`config.mk`:
```
export PLATFORM = sky130hd
export DESIGN_NAME = dring_ctrl
export DESIGN_NICKNAME = d
export VERILOG_FILES = /design/src/rtl/dring_pkg.sv /design/src/rtl/dring_regs.sv /design/src/rtl/dring_fetch.sv /design/src/rtl/dring_ptrs.sv /design/src/rtl/dring_ctrl.sv
export SDC_FILE = /design/constraint.sdc
export NUM_CORES = 1
export LEC_CHECK = 0
export BUFFER_PORTS_ARGS = -buffer_cell sky130_fd_sc_hd__buf_2
export CAP_MARGIN = 20
export CORE_MARGIN = 2
export CORE_UTILIZATION = 40
export DETAILED_ROUTE_END_ITERATION = 10
export PLACE_DENSITY = 0.6
export SYNTH_ARGS = -nofsm -noshare
export SYNTH_HDL_FRONTEND = slang
export SYNTH_HIERARCHICAL = 1
export SYNTH_SLANG_ARGS = --single-unit
```
`constraint.sdc`:
```
create_clock -name clk -period 11.1 [get_ports clk]
set_clock_uncertainty 0.1 [all_clocks]
set_input_delay 1.11 -clock clk [delete_from_list [all_inputs] [get_ports clk]]
set_output_delay 1.11 -clock clk [all_outputs]
set_load 0.02 [all_outputs]
```
`src/rtl/dring_pkg.sv`:
```
package dring_pkg;

   // register word addresses of the write port
   typedef enum logic [2:0] {
      RA_CFG     = 3'd0,
      RA_BASE_LO = 3'd1,
      RA_BASE_HI = 3'd2,
      RA_LEN     = 3'd3,
      RA_DBELL   = 3'd4,
      RA_SOFT    = 3'd5
   } dring_reg_e;

   // field positions software depends on
   localparam int CFG_PREF_BIT  = 16;
   localparam int CFG_SCHED_BIT = 17;
   localparam int SOFT_TAIL_BIT = 1;
   localparam int SOFT_HEAD_BIT = 2;
   localparam int SOFT_CUR_BIT  = 3;
   localparam int BASE_ALIGN    = 6;
   localparam int REG_DW        = 32;

endpackage

```
`src/rtl/dring_regs.sv`:
```
module dring_regs
   import dring_pkg::*;
#(
   parameter int PTR_W  = 24,
   parameter int ADDR_W = 64
) (
   input  logic              clk,
   input  logic              rst_n,
   input  logic              wr_en,
   input  logic [2:0]        wr_addr,
   input  logic [REG_DW-1:0] wr_data,
   output logic              cfg_pref,
   output logic              cfg_sched,
   output logic [ADDR_W-1:0] ring_base,
   output logic [PTR_W-1:0]  ring_len,
   output logic              len_wr,
   output logic              db_fire,
   output logic [PTR_W-1:0]  db_val,
   output logic              clr_tail,
   output logic              clr_head,
   output logic              clr_cur
);

   localparam int LO_W = REG_DW - BASE_ALIGN;

   logic            sel_cfg, sel_lo, sel_hi, sel_soft;
   logic [LO_W-1:0] base_lo_q;

   assign sel_cfg  = wr_en && (wr_addr == RA_CFG);
   assign sel_lo   = wr_en && (wr_addr == RA_BASE_LO);
   assign sel_hi   = wr_en && (wr_addr == RA_BASE_HI);
   assign len_wr   = wr_en && (wr_addr == RA_LEN);
   assign db_fire  = wr_en && (wr_addr == RA_DBELL);
   assign sel_soft = wr_en && (wr_addr == RA_SOFT);

   assign db_val   = wr_data[PTR_W-1:0];
   assign clr_tail = sel_soft && wr_data[SOFT_TAIL_BIT];
   assign clr_head = sel_soft && wr_data[SOFT_HEAD_BIT];
   assign clr_cur  = sel_soft && wr_data[SOFT_CUR_BIT];

   always_ff @(posedge clk or negedge rst_n) begin
      if (!rst_n) begin
         cfg_pref  <= 1'b0;
         cfg_sched <= 1'b0;
         base_lo_q <= '0;
         ring_len  <= '0;
      end else begin
         if (sel_cfg) begin
            cfg_pref  <= wr_data[CFG_PREF_BIT];
            cfg_sched <= wr_data[CFG_SCHED_BIT];
         end
         if (sel_lo) base_lo_q <= wr_data[REG_DW-1:BASE_ALIGN];
         if (len_wr) ring_len  <= wr_data[PTR_W-1:0];
      end
   end

   generate
      if (ADDR_W > REG_DW) begin : g_wide
         logic [ADDR_W-REG_DW-1:0] base_hi_q;
         always_ff @(posedge clk or negedge rst_n) begin
            if (!rst_n)      base_hi_q <= '0;
            else if (sel_hi) base_hi_q <= wr_data[ADDR_W-REG_DW-1:0];
         end
         assign ring_base = {base_hi_q, base_lo_q, {BASE_ALIGN{1'b0}}};
      end else begin : g_narrow
         logic unused_hi;
         assign unused_hi = sel_hi;
         assign ring_base = {base_lo_q, {BASE_ALIGN{1'b0}}};
      end
   endgenerate

endmodule

```
`src/rtl/dring_fetch.sv`:
```
module dring_fetch #(
   parameter int PTR_W     = 24,
   parameter int ADDR_W    = 64,
   parameter int DESC_LOG2 = 4
) (
   input  logic              cfg_pref,
   input  logic              cfg_sched,
   input  logic [PTR_W:0]    pend,
   input  logic [PTR_W-1:0]  head,
   input  logic [ADDR_W-1:0] ring_base,
   input  logic              fetch_ack,
   output logic              fetch_req,
   output logic [ADDR_W-1:0] fetch_addr,
   output logic              fire
);

   logic [ADDR_W-1:0] head_off;

   assign head_off   = ADDR_W'(head) << DESC_LOG2;
   assign fetch_addr = ring_base + head_off;
   assign fetch_req  = cfg_pref && cfg_sched && (pend != '0);
   assign fire       = fetch_req && fetch_ack;

endmodule

```
`src/rtl/dring_ptrs.sv`:
```
module dring_ptrs #(
   parameter int PTR_W     = 24,
   parameter int GEN_W     = 2,
   parameter bit GEN_CHECK = 1'b1
) (
   input  logic             clk,
   input  logic             rst_n,
   input  logic [PTR_W-1:0] ring_len,
   input  logic             len_wr,
   input  logic             db_fire,
   input  logic [PTR_W-1:0] db_val,
   input  logic             clr_tail,
   input  logic             clr_head,
   input  logic             clr_cur,
   input  logic             fire,
   input  logic [GEN_W-1:0] tag,
   output logic [PTR_W-1:0] tail_q,
   output logic [PTR_W-1:0] head_q,
   output logic [PTR_W-1:0] cur_q,
   output logic [PTR_W:0]   pend,
   output logic             full_q,
   output logic [GEN_W-1:0] gen_q,
   output logic             err_ring_id,
   output logic             err_db_ovf
);

   localparam int EW = PTR_W + 1;

   logic [EW-1:0]    len_x, pend_sum, tail_sum;
   logic [PTR_W-1:0] tail_nxt, head_inc;
   logic             db_ok, db_acc, head_wrap;

   assign len_x = {1'b0, ring_len};

   // pending count: full flag disambiguates tail == head
   always_comb begin
      if (full_q)               pend = len_x;
      else if (tail_q >= head_q) pend = {1'b0, tail_q} - {1'b0, head_q};
      else                      pend = {1'b0, tail_q} + len_x - {1'b0, head_q};
   end

   assign pend_sum = pend + {1'b0, db_val};
   assign db_ok    = (pend_sum <= len_x);
   assign db_acc   = db_fire && db_ok;

   assign tail_sum = {1'b0, tail_q} + {1'b0, db_val};
   assign tail_nxt = (tail_sum >= len_x) ? PTR_W'(tail_sum - len_x) : tail_sum[PTR_W-1:0];

   assign head_wrap = (({1'b0, head_q} + EW'(1)) == len_x);
   assign head_inc  = head_wrap ? '0 : head_q + PTR_W'(1);

   always_ff @(posedge clk or negedge rst_n) begin
      if (!rst_n) begin
         tail_q     <= '0;
         head_q     <= '0;
         cur_q      <= '0;
         full_q     <= 1'b0;
         gen_q      <= '0;
         err_db_ovf <= 1'b0;
      end else begin
         if (clr_tail)    tail_q <= '0;
         else if (db_acc) tail_q <= tail_nxt;

         if (clr_head)  head_q <= '0;
         else if (fire) head_q <= head_inc;

         if (clr_cur)   cur_q <= '0;
         else if (fire) cur_q <= head_q;

         if (clr_tail || clr_head) full_q <= 1'b0;
         else if (fire)            full_q <= 1'b0;
         else if (db_acc && (db_val != '0) && (pend_sum == len_x)) full_q <= 1'b1;

         if (clr_head)               gen_q <= '0;
         else if (fire && head_wrap) gen_q <= gen_q + GEN_W'(1);

         if (db_fire && !db_ok) err_db_ovf <= 1'b1;
      end
   end

   generate
      if (GEN_CHECK) begin : g_tagchk
         always_ff @(posedge clk or negedge rst_n) begin
            if (!rst_n)                    err_ring_id <= 1'b0;
            else if (fire && tag != gen_q) err_ring_id <= 1'b1;
         end
      end else begin : g_notag
         logic unused_tag;
         assign unused_tag  = ^tag;
         assign err_ring_id = 1'b0;
      end
   endgenerate

   // pending stays within an unchanged ring length
   assert_pend_bound_R6: assert property (@(posedge clk) disable iff (!rst_n)
      (pend <= len_x) && !len_wr |=> pend <= len_x);

   // a rejected doorbell leaves the tail where it was
   assert_no_overflow_R3: assert property (@(posedge clk) disable iff (!rst_n)
      db_fire && !db_ok |=> $stable(tail_q));

   // each accepted fetch steps the head by one with wrap
   assert_head_step_R5: assert property (@(posedge clk) disable iff (!rst_n)
      fire && !clr_head |=>
         head_q == ((({1'b0, $past(head_q)} + EW'(1)) == {1'b0, $past(ring_len)})
                    ? '0 : $past(head_q) + PTR_W'(1)));

   // the ring-identity error is sticky
   assert_err_sticky_R7: assert property (@(posedge clk) disable iff (!rst_n)
      err_ring_id |=> err_ring_id);

endmodule

```
`src/rtl/dring_ctrl.sv`:
```
module dring_ctrl
   import dring_pkg::*;
#(
   parameter int PTR_W     = 24,
   parameter int ADDR_W    = 64,
   parameter int DESC_LOG2 = 4,
   parameter int GEN_W     = 2,
   parameter int TAG_LSB   = 24,
   parameter bit GEN_CHECK = 1'b1
) (
   input  logic              clk,
   input  logic              rst_n,
   input  logic              reg_wr_en,
   input  logic [2:0]        reg_wr_addr,
   input  logic [31:0]       reg_wr_data,
   output logic              fetch_req,
   output logic [ADDR_W-1:0] fetch_addr,
   input  logic              fetch_ack,
   input  logic [31:0]       fetch_word0,
   output logic [PTR_W-1:0]  tail_ptr,
   output logic [PTR_W-1:0]  head_ptr,
   output logic [PTR_W-1:0]  curr_ptr,
   output logic [PTR_W:0]    pend_cnt,
   output logic              q_full,
   output logic [GEN_W-1:0]  exp_gen,
   output logic              err_ring_id,
   output logic              err_db_ovf
);

   initial begin
      assert (PTR_W >= 2 && PTR_W <= 30) else $fatal(1, "PTR_W out of range");
      assert (ADDR_W >= REG_DW && ADDR_W <= 2 * REG_DW) else $fatal(1, "ADDR_W out of range");
      assert (DESC_LOG2 >= 0 && DESC_LOG2 <= BASE_ALIGN) else $fatal(1, "DESC_LOG2 out of range");
      assert (PTR_W + DESC_LOG2 <= ADDR_W) else $fatal(1, "ring does not fit address");
      assert (GEN_W >= 1 && TAG_LSB + GEN_W <= REG_DW) else $fatal(1, "tag field out of word");
   end

   logic              cfg_pref, cfg_sched, len_wr, db_fire, fire;
   logic              clr_tail, clr_head, clr_cur;
   logic [ADDR_W-1:0] ring_base;
   logic [PTR_W-1:0]  ring_len, db_val;
   logic [GEN_W-1:0]  tag;
   logic              unused_w0;

   assign tag       = fetch_word0[TAG_LSB +: GEN_W];
   assign unused_w0 = ^fetch_word0;

   dring_regs #(.PTR_W(PTR_W), .ADDR_W(ADDR_W)) regs_i (
      .clk(clk), .rst_n(rst_n),
      .wr_en(reg_wr_en), .wr_addr(reg_wr_addr), .wr_data(reg_wr_data),
      .cfg_pref(cfg_pref), .cfg_sched(cfg_sched),
      .ring_base(ring_base), .ring_len(ring_len), .len_wr(len_wr),
      .db_fire(db_fire), .db_val(db_val),
      .clr_tail(clr_tail), .clr_head(clr_head), .clr_cur(clr_cur)
   );

   dring_ptrs #(.PTR_W(PTR_W), .GEN_W(GEN_W), .GEN_CHECK(GEN_CHECK)) ptrs_i (
      .clk(clk), .rst_n(rst_n),
      .ring_len(ring_len), .len_wr(len_wr),
      .db_fire(db_fire), .db_val(db_val),
      .clr_tail(clr_tail), .clr_head(clr_head), .clr_cur(clr_cur),
      .fire(fire), .tag(tag),
      .tail_q(tail_ptr), .head_q(head_ptr), .cur_q(curr_ptr),
      .pend(pend_cnt), .full_q(q_full), .gen_q(exp_gen),
      .err_ring_id(err_ring_id), .err_db_ovf(err_db_ovf)
   );

   dring_fetch #(.PTR_W(PTR_W), .ADDR_W(ADDR_W), .DESC_LOG2(DESC_LOG2)) fetch_i (
      .cfg_pref(cfg_pref), .cfg_sched(cfg_sched),
      .pend(pend_cnt), .head(head_ptr), .ring_base(ring_base),
      .fetch_ack(fetch_ack),
      .fetch_req(fetch_req), .fetch_addr(fetch_addr), .fire(fire)
   );

   // an unanswered request persists while no register is written
   assert_req_hold_R4: assert property (@(posedge clk) disable iff (!rst_n)
      fetch_req && !fetch_ack && !reg_wr_en |=> fetch_req);

   // the offered address does not move while waiting for acceptance
   assert_addr_hold_R2: assert property (@(posedge clk) disable iff (!rst_n)
      fetch_req && !fetch_ack && !reg_wr_en |=> $stable(fetch_addr));

endmodule

```
* Word-level counts from Yosys, hierarchy flattened
Cells that the tools add are included.
** Operators by class
- Add/sub/neg operators :: 10
- Magnitude comparators :: 3
- Equality and inequality tests :: 8
- Mux-type cells :: 15
- Reduce and logical (&&, ||, !) cells :: 28
** Operator list (number)
- $mux W24 :: 8
- $add A64 B28 Y64 :: 1
- $add A24 B24 Y25 :: 2
- $eq A25 B24 Y1 :: 2
- $mux W25 :: 2
- $add A24 B1 Y25 const B :: 1
- $add A25 B24 Y25 :: 1
- $ge A25 B24 Y1 :: 1
- $le A25 B24 Y1 :: 1
- $reduce_bool A25 Y1 :: 1
- $sub A24 B24 Y25 :: 1
- $sub A25 B24 Y25 :: 1
- $add A24 B1 Y24 const B :: 1
- $ge A24 B24 Y1 :: 1
- $reduce_bool A24 Y1 :: 1
- $sub A24 B24 Y24 :: 1
- $logic_and A1 B1 Y1 :: 18
- $reduce_bool A2 Y1 :: 4
- $eq A3 B2 Y1 const B :: 2
- $eq A3 B3 Y1 const B :: 2
- $mux W2 :: 2
- $eq A3 B1 Y1 const B :: 1
- $logic_not A3 Y1 :: 1
- $mux W1 :: 3
- 5 further kinds :: 5
** Storage, ports and cells
- Flip-flop bits (word level) :: 161
- Bits of input ports :: 71
- Output and inout bits :: 167
- Word-level logic and storage cells :: 76

* Depth between registers and ports, before layout
- Depth after elaboration :: 12
- Depth in mapped cells :: 38
- Mapped depth without buffers :: 34

* Modules after synthesis
The synthesis kept the hierarchy.
** By module, submodules not included
- dring_ptrs :: times used 1, cells each 1563, area an instance 12022.8 µm², sequential area each 1926.8 µm²
- dring_regs :: times used 1, cells each 219, area an instance 3498.4 µm², sequential area each 2102.0 µm²
- dring_fetch :: times used 1, cells each 296, area an instance 2070.7 µm², sequential area each 0.0 µm²

* Worst setup path before layout
OpenSTA, ideal clock, no wires.
- Path type :: reg2reg
- Start :: register ptrs_i.head_q[6]
- End :: register ptrs_i.tail_q[11]
- Library setup time :: 94 ps
- Data arrival time :: 7442 ps
- Data required time :: 10906 ps
- Path slack :: 3464 ps
- Stages on the path, launching flop included :: 36
- Path buffers :: 5
- Clock period less this slack :: 7636 ps
- Cells stage by stage :: dfrtp_1 > clkbuf_1 > inv_1 > ha_1 > o21a_1 > o211ai_1 > a21o_1 > nor4_1 > o31a_1 > or2_2 > clkbuf_1 > clkbuf_1 > nand2_1 > o21ai_0 > o21ai_0 > ha_1 > fa_1 > a211oi_1 > o21ai_0 > o31ai_1 > nand4_1 > a41o_1 > a31oi_1 > o21ai_0 > a21o_1 > a21oi_1 > xnor2_1 > ha_1 > a211o_1 > o221ai_1 > nand3_1 > mux2i_1 > buf_2 > buf_2 > nor2_1 > a211oi_1
** On the way
- Word-level cells in the longest chain between the ends :: 7
- Elaborated cells on any way between the ends :: 9
- Classes of those cells :: 3 x add/sub; 2 x order compare; 2 x mux; 2 x reduce/logical
** RTL lines
- start: declaration :: line dring_ptrs.sv:18 : output logic [PTR_W-1:0] head_q,
- start signal: assignment :: line dring_ptrs.sv:65 : else if (fire) head_q <= head_inc;
- $ge A24 B24 Y1 :: line dring_ptrs.sv:38 : else if (tail_q >= head_q) pend = {1'b0, tail_q} - {1'b0, head_q};
- $mux W25 :: line dring_ptrs.sv:38
- $mux W25 :: line dring_ptrs.sv:37 : if (full_q) pend = len_x;
- net pend_cnt[0] :: line dring_ctrl.sv:23 : output logic [PTR_W:0] pend_cnt,
- $add A25 B24 Y25 :: line dring_ptrs.sv:42 : assign pend_sum = pend + {1'b0, db_val};
- $le A25 B24 Y1 :: line dring_ptrs.sv:43 : assign db_ok = (pend_sum <= len_x);
- $logic_and A1 B1 Y1 :: line dring_ptrs.sv:44 : assign db_acc = db_fire && db_ok;
- $reduce_bool A2 Y1 (no source line)
- end signal: assignment :: line dring_ptrs.sv:62 : else if (db_acc) tail_q <= tail_nxt;
- end: declaration :: line dring_ptrs.sv:17 : output logic [PTR_W-1:0] tail_q,
The timed path passes the listed nets, and every way through them passes these cells.
A chain may end at the register's enable or synchronous reset.

* Worst setup path in the final report
- Start :: register ptrs_i.head_q[8]
- End :: register ptrs_i.tail_q[18]
** On the way
- Word-level cells in the longest chain between the ends :: 7
- Elaborated cells on any way between the ends :: 9
- Classes of those cells :: 3 x add/sub; 2 x order compare; 2 x mux; 2 x reduce/logical
** RTL lines
- $sub A25 B24 Y25, or another cell as far along :: line dring_ptrs.sv:39 : else pend = {1'b0, tail_q} + len_x - {1'b0, head_q};
- $mux W25 * :: line dring_ptrs.sv:38
- $mux W25 * :: line dring_ptrs.sv:37
- $add A25 B24 Y25 * :: line dring_ptrs.sv:42
- $le A25 B24 Y1 * :: line dring_ptrs.sv:43
- $logic_and A1 B1 Y1 * :: line dring_ptrs.sv:44
- $reduce_bool A2 Y1 (no source line) *
Mark *: on every way between the ends. The rest lies on a longest branch, timed or not.

==> metrics.md <==
| Metric | Value |
|---|---|
| Status | `completed` |
| Post-cts resize count | `0` |
| Total Routing Usage GR | `0.258` |
| Port buffer count | `203` |
| Die area | `45700 µm²` |
| Final hold vios | `0` |
| Register Area | `4030 µm²` |
| Yosys warns | `6` |
| Vias post-DR | `16152` |
| Vias in the first global route | `15033` |
| Unrepaired setup endpoints after global routing | `false` |
| CTS tree | `yes` |
| Grt total ovfl | `0` |
| I/O pins | `238` |
| First-pass GRT wire length | `88700 µm` |
| Critical path required time | `11.38 ns` |
| Die height | `214 µm` |
| Period utilisation layout | `0.843` |
| Detail Route Antenna Nets | `0` |
| Max Cap Violations | `0` |
| Final std cells w/o fill | `2818` |
| Critical Path Max Stage Delay | `0.72 ns` |
| Routed wire length | `59300 µm` |
| Placeable core area | `43300 µm²` |
| Layout cells sized above 1 | `0.164` |
| RePlAce Congestion | `0.940` |
| Placed Area | `18900 µm²` |
| Setup ws final | `1.74 ns` |
| HPWL after DPL | `47300 µm` |
| Worst-path clk slew | `0.07 ns` |
| Crit. End Element | `flop` |
| HP Start | `ptrs_i/err_ring_id$_DFFE_PN0P_` |
| Starting density of the core | `0.407` |
| DR DRC count | `0` |
| Drt via density | `5.73` |
| Clk buf depth | `2` |
| Std cell rows | `76` |
| Setup_tns | `0 ns` |
| Startpoint Class | `flop` |
| Initial antenna violation count | `5` |
| Post-layout min period | `9.36 ns` |
| Crit path top cell by count | `o21ai_0` |
| Crit path max fanout | `31` |
| Worst skew pair latency | `0.49 ns` |
| Cts hold-fix bufs | `0` |
| Slew headroom | `0.269` |
| Pre-CTS setup slack | `1.59 ns` |
| Source of the critical timing path | `ptrs_i/head_q[8]$_DFFE_PN0P_` |
| Final setup viols | `0` |
| Wire per inst | `21.0 µm` |
| Area of the multi-input gates | `12500 µm²` |
| Sink Count | `161` |
| 1st-pass router iterations | `6` |
| # nets final | `2491` |
| Hold Crit Class | `reg -> reg` |
| Worst Max-Slew Pin Slew | `1.09 ns` |
| Mapped Area | `17600 µm²` |
| Setup CP Type | `reg -> reg` |
| Post-CTS setup buffers | `0` |
| Cell count after synthesis | `2077` |
| Critical R2R Launch | `ptrs_i/head_q[8]$_DFFE_PN0P_` |
| Final Max Tran Viols | `0` |
| CTS root buffer | `clkbuf_16` |
| H-tree depth | `4` |
| Filler cells | `4341` |
| Placed Cells | `2780` |
| Die width | `214 µm` |
| Layout area overhead | `11.0%` |
| Achievable frequency | `107 MHz` |
| Crit path DAT | `9.64 ns` |
| Final Cell Area | `19500 µm²` |
| Inserted Clock Buffers | `17` |
| Largest net degree at the start of global routing | `90` |
| Initial drt markers | `1423` |
| Highest-delay cell along the critical path | `dfrtp_1` |
| Syn avg cell area | `8.47 µm²` |
==> cells in the final DEF, fill, tap and decap left out, drive strengths merged, types with 12 or more instances in the layout <==
cell      n
and2     12
o211ai   13
nor4     31
xnor2   107
dfrtp   161
ha      174
o21a     20
nand4    33
mux2i    40
nor3     47
a21oi   186
clkbuf   21
mux2     84
nor2b    19
nand2   128
o21bai   17
nor2    188
a31oi    17
a21o     61
fa       29
and3     18
o21ai    93
buf     220
a211oi   56
xor2     88
inv     148
nand3    55
==> cell type report <==
| class | count | share of cell area |
|---|---|---|
| timing repair buffer | 220 | 0.0609 |
| clock buffer | 21 | 0.0241 |
| antenna | 4 | 0.000513 |
| sequential | 161 | 0.206 |
| clock inverter | 10 | 0.00513 |
| multi-input combinational | 1673 | 0.638 |
| inverter | 144 | 0.0277 |
| tap | 585 | 0.0375 |
==> metal layers <==
layer	track usage	vias up	part of all wire
met5	0	-	0.00042
met4	0.104	4	0.034
met3	0.0460	105	0.063
met2	0.404	535	0.45
met1	0.353	7759	0.45
li1	-	7749	-
==> state kept, by name, summed over array words and instances (netlist names) <==
name,cells
regs_i/cfg_pref,1
regs_i/cfg_sched,1
ptrs_i/full_q,1
regs_i/base_lo_q,26
ptrs_i/err_ring_id,1
regs_i/g_wide.base_hi_q,32
ptrs_i/err_db_ovf,1
ptrs_i/cur_q,24
ptrs_i/head_q,24
regs_i/ring_len,24
ptrs_i/tail_q,24
ptrs_i/gen_q,2
==> critical path: cells and delay by family (launching register included) <==
family | cells | cell delay [ns]
XOR/XNOR | 1 | 0.13
AO/OA/AOI/OAI | 14 | 3.68
adder cells (fa/ha/maj) | 4 | 1.42
flip-flops | 1 | 0.72
AND/OR/NAND/NOR | 10 | 2.14
multiplexers | 1 | 0.35
buffers and inverters | 3 | 0.68
==> through the flow <==
step                hold WS, ns  utilization
floorplan                 0.381            -
global placement          0.345        0.436
detailed placement        0.352        0.436
CTS                       0.373        0.450
global route              0.409        0.451
finish                    0.377        0.451
==> final timing paths <==
path / to / slack, ns / cells past startpoint
hold reg to reg: ptrs_i/err_ring_id$_DFFE_PN0P_ / 0.38 / 1
hold / removal: ptrs_i/err_ring_id$_DFFE_PN0P_ / 0.38 / 1
setup / recovery: ptrs_i/tail_q[18]$_DFFE_PN0P_ / 1.74 / 33
setup reg to reg: ptrs_i/tail_q[18]$_DFFE_PN0P_ / 1.74 / 33
max in group asynchronous: ptrs_i/cur_q[21]$_DFFE_PN0P_ / 8.80 / 2
min in group asynchronous: regs_i/g_wide.base_hi_q[3]$_DFFE_PN0P_ / 0.61 / 1
Power is left out: the tool's default activity adds up to more than one toggle a clock period on the data nets, which glitch-free logic cannot reach.
